**src/rtl/audio_sync_pkg.sv**
```systemverilog
// Package: audio_sync_pkg
// Holds the types shared by the sync detector and the top level.
// Assumes nothing beyond a synthesizable enum encoding.
package audio_sync_pkg;

    // Progress of the low-high-low pin pattern and the release countdown.
    typedef enum logic [2:0] {
        DET_IDLE  = 3'd0,
        DET_LOW1  = 3'd1,
        DET_HIGH  = 3'd2,
        DET_LOW2  = 3'd3,
        DET_COUNT = 3'd4
    } det_state_t;

endpackage

```
**src/rtl/sync_seq_detect.sv**
```systemverilog
// Module: sync_seq_detect
// Registers the active-low sync pin once. Then it tracks a first low phase
// of at least LOW_MIN samples, a high phase of HIGH_MIN..HIGH_MAX samples
// and a second low phase of at least LOW_MIN samples. A pattern that breaks
// these bounds returns the detector to idle. When the pattern is complete,
// the divider is parked and a countdown runs. restart_o is raised so that
// the divider restarts exactly SYNC_LATENCY clocks after the edge at which
// the pin was first sampled high.
// Assumes: pin is synchronous to clk; SYNC_LATENCY >= 3; master_en quasi-static.
module sync_seq_detect
    import audio_sync_pkg::*;
#(
    parameter int LOW_MIN      = 4,
    parameter int HIGH_MIN     = 1,
    parameter int HIGH_MAX     = 2,
    parameter int SYNC_LATENCY = 127
) (
    input  logic clk,
    input  logic rst_n,
    input  logic master_en,
    input  logic pin_n,
    output logic hold_o,
    output logic restart_o,
    output logic done_o
);

    localparam int LW = $clog2(LOW_MIN + 1);
    localparam int HW = $clog2(HIGH_MAX + 1);
    localparam int RW = $clog2(SYNC_LATENCY);
    localparam logic [LW-1:0] LOW_SAT   = LW'(LOW_MIN);
    localparam logic [HW-1:0] HIGH_LO   = HW'(HIGH_MIN);
    localparam logic [HW-1:0] HIGH_HI   = HW'(HIGH_MAX);
    localparam logic [RW-1:0] REL_LAST  = RW'(SYNC_LATENCY - 2);

    det_state_t    state_q, state_d;
    logic          pin_q;
    logic [LW-1:0] low_cnt_q, low_cnt_d;
    logic [HW-1:0] high_cnt_q, high_cnt_d;
    logic [RW-1:0] rel_cnt_q, rel_cnt_d;
    logic          done_q;

    // Sample the raw pin; the released (high) level is the reset value.
    always_ff @(posedge clk) begin
        if (!rst_n) pin_q <= 1'b1;
        else        pin_q <= pin_n;
    end

    // Next-state logic of the pattern tracker and release countdown.
    always_comb begin
        state_d    = state_q;
        low_cnt_d  = low_cnt_q;
        high_cnt_d = high_cnt_q;
        rel_cnt_d  = rel_cnt_q;
        if (!master_en) begin
            state_d = DET_IDLE;
        end else begin
            case (state_q)
                DET_IDLE: begin
                    if (!pin_q) begin
                        state_d   = DET_LOW1;
                        low_cnt_d = LW'(1);
                    end
                end
                DET_LOW1: begin
                    if (!pin_q) begin
                        if (low_cnt_q != LOW_SAT) low_cnt_d = low_cnt_q + 1'b1;
                    end else if (low_cnt_q == LOW_SAT) begin
                        state_d    = DET_HIGH;
                        high_cnt_d = HW'(1);
                    end else begin
                        state_d = DET_IDLE;
                    end
                end
                DET_HIGH: begin
                    if (pin_q) begin
                        if (high_cnt_q == HIGH_HI) state_d = DET_IDLE;
                        else                       high_cnt_d = high_cnt_q + 1'b1;
                    end else if (high_cnt_q >= HIGH_LO) begin
                        state_d   = DET_LOW2;
                        low_cnt_d = LW'(1);
                    end else begin
                        state_d = DET_IDLE;
                    end
                end
                DET_LOW2: begin
                    if (!pin_q) begin
                        if (low_cnt_q != LOW_SAT) low_cnt_d = low_cnt_q + 1'b1;
                    end else if (low_cnt_q == LOW_SAT) begin
                        state_d   = DET_COUNT;
                        rel_cnt_d = '0;
                    end else begin
                        state_d = DET_IDLE;
                    end
                end
                DET_COUNT: begin
                    if (rel_cnt_q == REL_LAST) state_d = DET_IDLE;
                    else                       rel_cnt_d = rel_cnt_q + 1'b1;
                end
                default: state_d = DET_IDLE;
            endcase
        end
    end

    // State and counter registers.
    always_ff @(posedge clk) begin
        if (!rst_n) begin
            state_q    <= DET_IDLE;
            low_cnt_q  <= '0;
            high_cnt_q <= '0;
            rel_cnt_q  <= '0;
        end else begin
            state_q    <= state_d;
            low_cnt_q  <= low_cnt_d;
            high_cnt_q <= high_cnt_d;
            rel_cnt_q  <= rel_cnt_d;
        end
    end

    assign hold_o    = (state_q == DET_COUNT);
    assign restart_o = (state_q == DET_COUNT) && (rel_cnt_q == REL_LAST) && master_en;

    // Flag the cycle that follows the restart edge.
    always_ff @(posedge clk) begin
        if (!rst_n) done_q <= 1'b0;
        else        done_q <= restart_o;
    end

    assign done_o = done_q;

    AST_HIGH_BOUND: assert property (@(posedge clk) disable iff (!rst_n)
        (state_q == DET_HIGH) |-> (high_cnt_q <= HIGH_HI));
    AST_COUNT_ENTRY: assert property (@(posedge clk) disable iff (!rst_n)
        (state_q == DET_COUNT && $past(state_q) != DET_COUNT) |->
        ($past(state_q) == DET_LOW2 && $past(low_cnt_q) == LOW_SAT && $past(pin_q)));
    AST_NO_OVERFLOW: assert property (@(posedge clk) disable iff (!rst_n)
        (state_q == DET_COUNT) |-> (rel_cnt_q <= REL_LAST));
    AST_SLAVE_IDLE: assert property (@(posedge clk) disable iff (!rst_n)
        !master_en |=> (state_q == DET_IDLE));
    AST_LOW1_ENTRY: assert property (@(posedge clk) disable iff (!rst_n)
        (state_q == DET_LOW1 && $past(state_q) == DET_IDLE) |-> !$past(pin_q));

endmodule

```
**src/rtl/clk_phase_div.sv**
```systemverilog
// Module: clk_phase_div
// A free-running phase counter over one sample period of MCLK_PER_FS
// master clocks. The word clock, bit clock and modulator enable are all
// decoded from it. hold parks the clocks high and keeps the counter at
// zero. restart forces the counter to zero, so that the next period
// begins at the left-channel half.
// Assumes: MCLK_PER_FS, BCLK_DIV and MOD_DIV are powers of two, each >= 2.
module clk_phase_div #(
    parameter int MCLK_PER_FS = 256,
    parameter int BCLK_DIV    = 4,
    parameter int MOD_DIV     = 4
) (
    input  logic clk,
    input  logic rst_n,
    input  logic hold,
    input  logic restart,
    output logic mod_ce,
    output logic wclk,
    output logic bclk
);

    localparam int CW = $clog2(MCLK_PER_FS);
    localparam int BB = $clog2(BCLK_DIV) - 1;
    localparam int MW = $clog2(MOD_DIV);

    logic [CW-1:0] phase_q;
    logic          mod_tick;

    // Advance the phase; park at zero while held or on restart.
    always_ff @(posedge clk) begin
        if (!rst_n || hold || restart) phase_q <= '0;
        else                           phase_q <= phase_q + 1'b1;
    end

    // Modulator enable on the last count of each modulator period.
    generate
        if (MW > 0) begin : g_mod_dec
            assign mod_tick = &phase_q[MW-1:0];
        end else begin : g_mod_every
            assign mod_tick = 1'b1;
        end
    endgenerate

    assign mod_ce = !hold && mod_tick;
    assign wclk   = hold | phase_q[CW-1];
    assign bclk   = hold | phase_q[BB];

    AST_MODCE_SPACING: assert property (@(posedge clk) disable iff (!rst_n)
        (mod_ce && !hold) |=> !mod_ce);
    AST_WCLK_RESTART_LOW: assert property (@(posedge clk) disable iff (!rst_n)
        $past(restart) |-> !wclk);

endmodule

```
**src/rtl/audio_sync_clkgen.sv**
```systemverilog
// Module: audio_sync_clkgen
// Top level. The sync pin pattern detector drives the hold and restart
// controls of the clock divider. Outputs come straight from the divider,
// and the done flag comes from the detector.
// Assumes: clk is the 256x sample-rate master clock, and all inputs are
// synchronous to it.
module audio_sync_clkgen #(
    parameter int MCLK_PER_FS  = 256,
    parameter int BCLK_DIV     = 4,
    parameter int MOD_DIV      = 4,
    parameter int LOW_MIN      = 4,
    parameter int HIGH_MIN     = 1,
    parameter int HIGH_MAX     = 2,
    parameter int SYNC_LATENCY = 127
) (
    input  logic clk,
    input  logic rst_n,
    input  logic master_en,
    input  logic sync_pin_n,
    output logic mod_ce,
    output logic wclk,
    output logic bclk,
    output logic sync_done
);

    logic hold;
    logic restart;

    sync_seq_detect #(
        .LOW_MIN      (LOW_MIN),
        .HIGH_MIN     (HIGH_MIN),
        .HIGH_MAX     (HIGH_MAX),
        .SYNC_LATENCY (SYNC_LATENCY)
    ) det_i (
        .clk       (clk),
        .rst_n     (rst_n),
        .master_en (master_en),
        .pin_n     (sync_pin_n),
        .hold_o    (hold),
        .restart_o (restart),
        .done_o    (sync_done)
    );

    clk_phase_div #(
        .MCLK_PER_FS (MCLK_PER_FS),
        .BCLK_DIV    (BCLK_DIV),
        .MOD_DIV     (MOD_DIV)
    ) div_i (
        .clk     (clk),
        .rst_n   (rst_n),
        .hold    (hold),
        .restart (restart),
        .mod_ce  (mod_ce),
        .wclk    (wclk),
        .bclk    (bclk)
    );

    AST_HOLD_QUIET: assert property (@(posedge clk) disable iff (!rst_n)
        hold |-> (wclk && bclk && !mod_ce));
    AST_DONE_PULSE: assert property (@(posedge clk) disable iff (!rst_n)
        sync_done |=> !sync_done);
    AST_DONE_WCLK_LOW: assert property (@(posedge clk) disable iff (!rst_n)
        sync_done |-> !wclk);

endmodule

```
**config.mk**
```make
export PLATFORM = sky130hd
export DESIGN_NAME = audio_sync_clkgen
export DESIGN_NICKNAME = d
export VERILOG_FILES = /design/src/rtl/audio_sync_pkg.sv /design/src/rtl/sync_seq_detect.sv /design/src/rtl/clk_phase_div.sv /design/src/rtl/audio_sync_clkgen.sv
export SDC_FILE = /design/constraint.sdc
export NUM_CORES = 1
export LEC_CHECK = 0
export BUFFER_PORTS_ARGS = -buffer_cell sky130_fd_sc_hd__buf_2
export CAP_MARGIN = 40
export CORE_UTILIZATION = 28
export DETAILED_ROUTE_END_ITERATION = 16
export PLACE_DENSITY = 0.54
export SLEW_MARGIN = 15
export SYNTH_ARGS = -nofsm -noshare
export SYNTH_HDL_FRONTEND = slang
export SYNTH_SLANG_ARGS = --single-unit
```
**constraint.sdc**
```tcl
create_clock -name clk -period 1.8 [get_ports clk]
set_clock_uncertainty 0.05 [all_clocks]
set_input_delay 0.27 -clock clk [delete_from_list [all_inputs] [get_ports clk]]
set_output_delay 0.27 -clock clk [all_outputs]
set_load 0.1 [all_outputs]
```
* Word level (Yosys, flattened, before mapping)
Cells that the tools add are included.
Operators by class: add/subtract/negate cells 4, magnitude comparators 1, eq/ne operators 22, muxes and demuxes 24, bitwise gates (word level) 2, reductions and logical operators 18
Operators by type and width (count):
- $mux W3 | 11
- $mux W7 | 3
- $pmux W3 S5 | 1
- $ne A2 B1 Y1 const B | 7
- $pmux W7 S2 | 1
- $mux W2 | 6
- $ne A2 B2 Y1 const B | 6
- $reduce_and A5 Y1 | 2
- $pmux W3 S3 | 1
- $add A8 B1 Y8 const B | 1
- $add A7 B1 Y7 const B | 1
- $eq A7 B7 Y1 const B | 1
- $reduce_and A7 Y1 | 1
- $eq A3 B2 Y1 const B | 2
- $eq A3 B3 Y1 const B | 2
- $ne A3 B3 Y1 const B | 2
- $reduce_and A6 Y1 | 1
- $pmux W2 S2 | 1
- $reduce_and A2 Y1 | 2
- $reduce_bool A2 Y1 | 2
- $add A3 B1 Y3 const B | 1
- $eq A3 B1 Y1 const B | 1
- $logic_and A1 B1 Y1 | 3
- $logic_not A3 Y1 | 1
- other kinds (8) | 11
Word-level totals: bits in registers 25, output and inout bits 4, word-level logic and storage cells 78

* Depth between registers and ports, before layout
depth in word-level cells 4, mapped depth 7, depth with buffers taken out 6

* Hierarchy
Synthesis repeated with hierarchy kept, for this count alone.
Second synthesis, totals: cells, all modules 149, area, all modules 1363.8 um^2
By module, submodules not included:
- sync_seq_detect | instances 1, cells each 111, area an instance 1022.2 um^2, seq. area each 340.3 um^2
- clk_phase_div | instances 1, cells each 38, area an instance 341.6 um^2, seq. area each 160.2 um^2

* Worst setup path after synthesis
OpenSTA, ideal clock, no wires.
path type reg2out, start register div_i.phase_q[0], end output mod_ce, arrival 1941 ps, data required time 1480 ps, path slack -461 ps, stages on the path, launching flop included 3, path buffers 0, path through dfxtp_1 > ha_1 > nor2b_1
Between the ends: longest elaborated chain between the ends 2
RTL lines:
- start: declaration | line clk_phase_div.sv:26 | logic [CW-1:0] phase_q;
- start signal: assignment | line clk_phase_div.sv:32 | else phase_q <= phase_q + 1'b1;
- $reduce_and A2 Y1 | line clk_phase_div.sv:38 | assign mod_tick = &phase_q[MW-1:0];
- $logic_and A1 B1 Y1 | line clk_phase_div.sv:44 | assign mod_ce = !hold && mod_tick;
- end: declaration | line audio_sync_clkgen.sv:20 | output logic mod_ce,
Every way passes these cells.

* Worst setup path in the final report
start register det_i.state_q[1], end output wclk
Between the ends: longest elaborated chain between the ends 2
RTL lines:
- start: declaration | line sync_seq_detect.sv:35 | det_state_t state_q, state_d;
- start signal: assignment | line sync_seq_detect.sv:112 | state_q <= state_d;
- $eq A3 B3 Y1 | line sync_seq_detect.sv:119 | assign hold_o = (state_q == DET_COUNT);
- $or A1 B1 Y1 | line clk_phase_div.sv:45 | assign wclk = hold | phase_q[CW-1];
- end: declaration | line audio_sync_clkgen.sv:21 | output logic wclk,
Every way passes these cells.

==> summary.txt <==
Status
  – Status: finished, violations left
  – Failing checks: design-rule violations

STA
  – Slew @ Worst Pin: 0.499 ns
  – Final setup violation count: 0
  – Final Hold Vio Count: 0
  – Fmax: 0.566 GHz
  – Fin crit period: 1.77 ns
  – RSZ-0062 raised after global routing: true
  – Setup TNS: 0 ns
  – Relative slew margins: 67.0%
  – Final Max Tran Viols: 0
  – Final Cycle Share: 98.2%
  – Worst hold slack: 0.119 ns

Clocking
  – TritonCTS Buffers: 3
  – H-tree Lvls: 1
  – # clock sinks: 25
  – Root Driver: clkbuf_8
  – Reg clk slew, reported paths: 0.09 ns
  – Clk Latency, worst-skew pair: 0.27 ns
  – Clock buffer depth: 2
  – CTS tree: yes
  – # hold bufs at CTS: 0

Hold path
  – Hold Crit Depth: 2
  – Min-delay src: sync_pin_n
  – Worst Hold Path EP: det_i.pin_q$_SDFF_PN1_
  – Hold Path Class: in2reg

Worst setup path
  – FF-to-FF End: det_i.high_cnt_q[1]$_SDFFE_PN0P_
  – Crit path top cell by count: buf_12
  – CP endpoint kind: output port
  – FF-to-FF path depth: 4
  – CP Cell Sequence: buf_12 -> nor3b_4 -> buf_6 -> or2_4 -> buf_12
  – WP data required: 1.48 ns
  – Crit-path max cell delay: 0.36 ns
  – Critical path type: reg2out
  – Setup crit start kind: flop
  – Worst EP arrival: 1.45 ns
  – CP max stage cell: dfxtp_4
  – Crit Path Max Fanout: 5
  – Flop2flop setup slack: 0.04 ns
  – Reg-to-reg critical path startpoint: det_i.state_q[2]$_SDFFE_PN0P_

Floorplanning
  – Initial core utilization: 29.8%
  – DIE WIDTH: 70.7 um
  – Core area: 0.00444 mm^2
  – Die ar.: 0.00500 mm^2
  – Rows: 24
  – IO Pins: 8
  – Die Y: 70.7 um

Final layout
  – Cell Count, Final, Fillers Out: 229
  – Fillers: 459
  – Final-stage net count: 189
  – Ant diodes: 0
  – Multi-input gate area: 792 um^2
  – Register area: 505 um^2
  – Final core utilization: 37.3%
  – P&R area growth vs syn: 25.4%
  – Share of layout cells above drive strength 1: 23.7%

Logic synthesis
  – Largest family of logic cells by synthesized area: simple AND/OR/NAND/NOR gates
  – Count leader, synth: dfxtp_1
  – Yosys warnings: 0
  – Area of the mapped netlist: 0.00132 mm^2
  – Syn nets: 166
  – Post-Synthesis Cells: 155
  – Mux share of post-synthesis cell area: 0%
  – Netlist cell types: 42
  – Top cells by area, synth: dfxtp_1 38%, ha_1 6.6%, nand3_1 6.1%
  – Synthesis-stage register bit count: 25
  – Synth top cells by count: 25 x dfxtp_1, 16 x nand3_1, 12 x nor2_1
  – Synth async-reset ratio: 0%
  – Synth Area per Inst: 8.53 um^2
  – Sequential area share after synthesis: 37.8%
  – Ys flop type: dfxtp_1
  – Cell taking the most area after synthesis: dfxtp_1
  – Yosys top cell area share: 37.8%
  – Number of flops mapped to enable cells by yosys: 0
  – Post-synthesis adder-cell area fraction: 6.62%
  – Compound-Gate Fraction of Synth Area: 18.7%
  – XOR/XNOR share of the synthesized area: 3.97%
  – Simple-Gate Fraction of Synth Area: 28.8%

Global routing
  – Pin count of the biggest net entering global routing: 14
  – Initial antenna violation count: 0
  – Total GRT Usage: 12.3%
  – Total grt overflow: 0
  – Vias in the first global route: 1171
  – First-pass GRT wire length: 4930 um

Drt
  – Remaining antenna violation count after routing: 0
  – DRC: 2
  – Drt first pass iters: 11
  – Wire per inst: 12.7 um
  – Via density: 5.20
  – Via count: 1190
  – Total detailed-routing wirelength: 2910 um
  – DRT iter0 DRCs: 59

Pwr
  – Cell leakage power: 0.000628 uW
  – Total power: 1030 uW
  – Internal power: 770 uW
  – NetSw: 260 uW
  – Sw frac: 25.2%
  – Clock group share of total power: 32.6%
  – PwrDens: 621 mW/mm^2
  – Share of total power in sequential cells: 55.9%
  – Combinational Power Share: 11.5%
  – VDD IR max: 345 uV

Placement
  – GPL Wtd Cong: 0.820
  – Port buffer count: 7
  – Post-DP HPWL: 2220 um
  – Placed cell count: 223

Run
  – Max_cap viols: 0
==> what timing repair did <==
action                     4_1_cts  5_1_grt
pin swaps                        0        4
setup endpoints to repair        2        4
buffers inserted                 0        2
cloned                           0        0
resized for setup                3        8
==> per-stage QoR <==
stage / setup WS [ns] / cell area, um^2
finish: 0.0329 / 1660
global route: -0.0540 / 1660
CTS: 0.0110 / 1620
detailed placement: 0.0416 / 1570
global placement: 0.0778 / 1570
floorplan: 0.0560 / 1330
==> worst max-delay path: cells and delay by family, from the launching register on <==
family	cells	cell delay, ns
buffers and inverters	3	0.43
flip-flops	1	0.36
AND/OR/NAND/NOR	2	0.37
==> placed cells by master (no fill, tap or decap), types with 2 or more instances in the layout <==
cell      count
dfxtp_1      23
nand3_1      16
buf_4        14
nor2_1       12
nand2_1      11
inv_1         8
o21ai_0       7
a21oi_1       6
ha_1          6
xor2_1        5
a211oi_1      4
and3_1        4
buf_2         4
buf_12        4
o221a_2       3
nand2b_1      3
or3_1         3
clkbuf_8      3
or2_4         2
nand4b_1      2
o211a_1       2
or3b_1        2
a31oi_1       2
nor3_1        2
==> state kept, by name, indices dropped and copies added, names as in the netlist <==
register,count
det_i.rel_cnt_q,7
det_i.high_cnt_q,2
det_i.low_cnt_q,3
det_i.state_q,3
div_i.phase_q,8
det_i.done_o,1
det_i.pin_q,1
==> power groups by stage <==
stage / clock network [uW] / logic, uW / registers [uW]
final: 336 / 118 / 576
after global routing: 371 / 128 / 577
after CTS: 346 / 114 / 576
after detailed placement: 0 / 113 / 589
after global placement: 0 / 112 / 588
after floorplan: 0 / 74.6 / 584
==> worst max-delay path by stage <==
stage | startpoint | end | slack [ns] | depth (start not counted)
6_report | det_i.state_q[1]$_SDFFE_PN0P_ | wclk | 0.03 | 5
5_1_grt | det_i.state_q[1]$_SDFFE_PN0P_ | wclk | -0.05 | 5
4_1_cts | det_i.state_q[1]$_SDFFE_PN0P_ | wclk | 0.01 | 5
3_5_place_dp | det_i.state_q[1]$_SDFFE_PN0P_ | det_i.high_cnt_q[1]$_SDFFE_PN0P_ | 0.04 | 4
3_3_place_gp | det_i.state_q[1]$_SDFFE_PN0P_ | det_i.high_cnt_q[1]$_SDFFE_PN0P_ | 0.08 | 4
2_1_floorplan | div_i.phase_q[0]$_SDFF_PP0_ | mod_ce | 0.06 | 2
==> routing by layer <==
| metal | track usage [%] | vias up | share of wire [%] |
|---|---|---|---|
| met5 | 0 | - | 0 |
| met4 | 2.89 | 0 | 0.62 |
| met3 | 3.56 | 2 | 3.7 |
| met2 | 21.6 | 25 | 47 |
| met1 | 14.8 | 559 | 49 |
| li1 | - | 604 | - |
==> cell families after synthesis <==
kind of cell | after synthesis
AO/OA/AOI/OAI | 34
XOR/XNOR | 6
adder cells (fa/ha/maj) | 7
buffers and inverters | 14
flip-flops | 25
AND/OR/NAND/NOR | 69
==> cell type report <==
| cell class | count | share of cell area, % |
|---|---|---|
| Timing Repair Buffer | 23 | 13.1 |
| Tap cell | 52 | 3.92 |
| Inverter | 9 | 2.04 |
| Sequential cell | 25 | 30.5 |
| Clock buffer | 4 | 2.72 |
| Multi-Input combinational cell | 116 | 47.8 |
No activity file was read; power rests on OpenSTA's default activity.
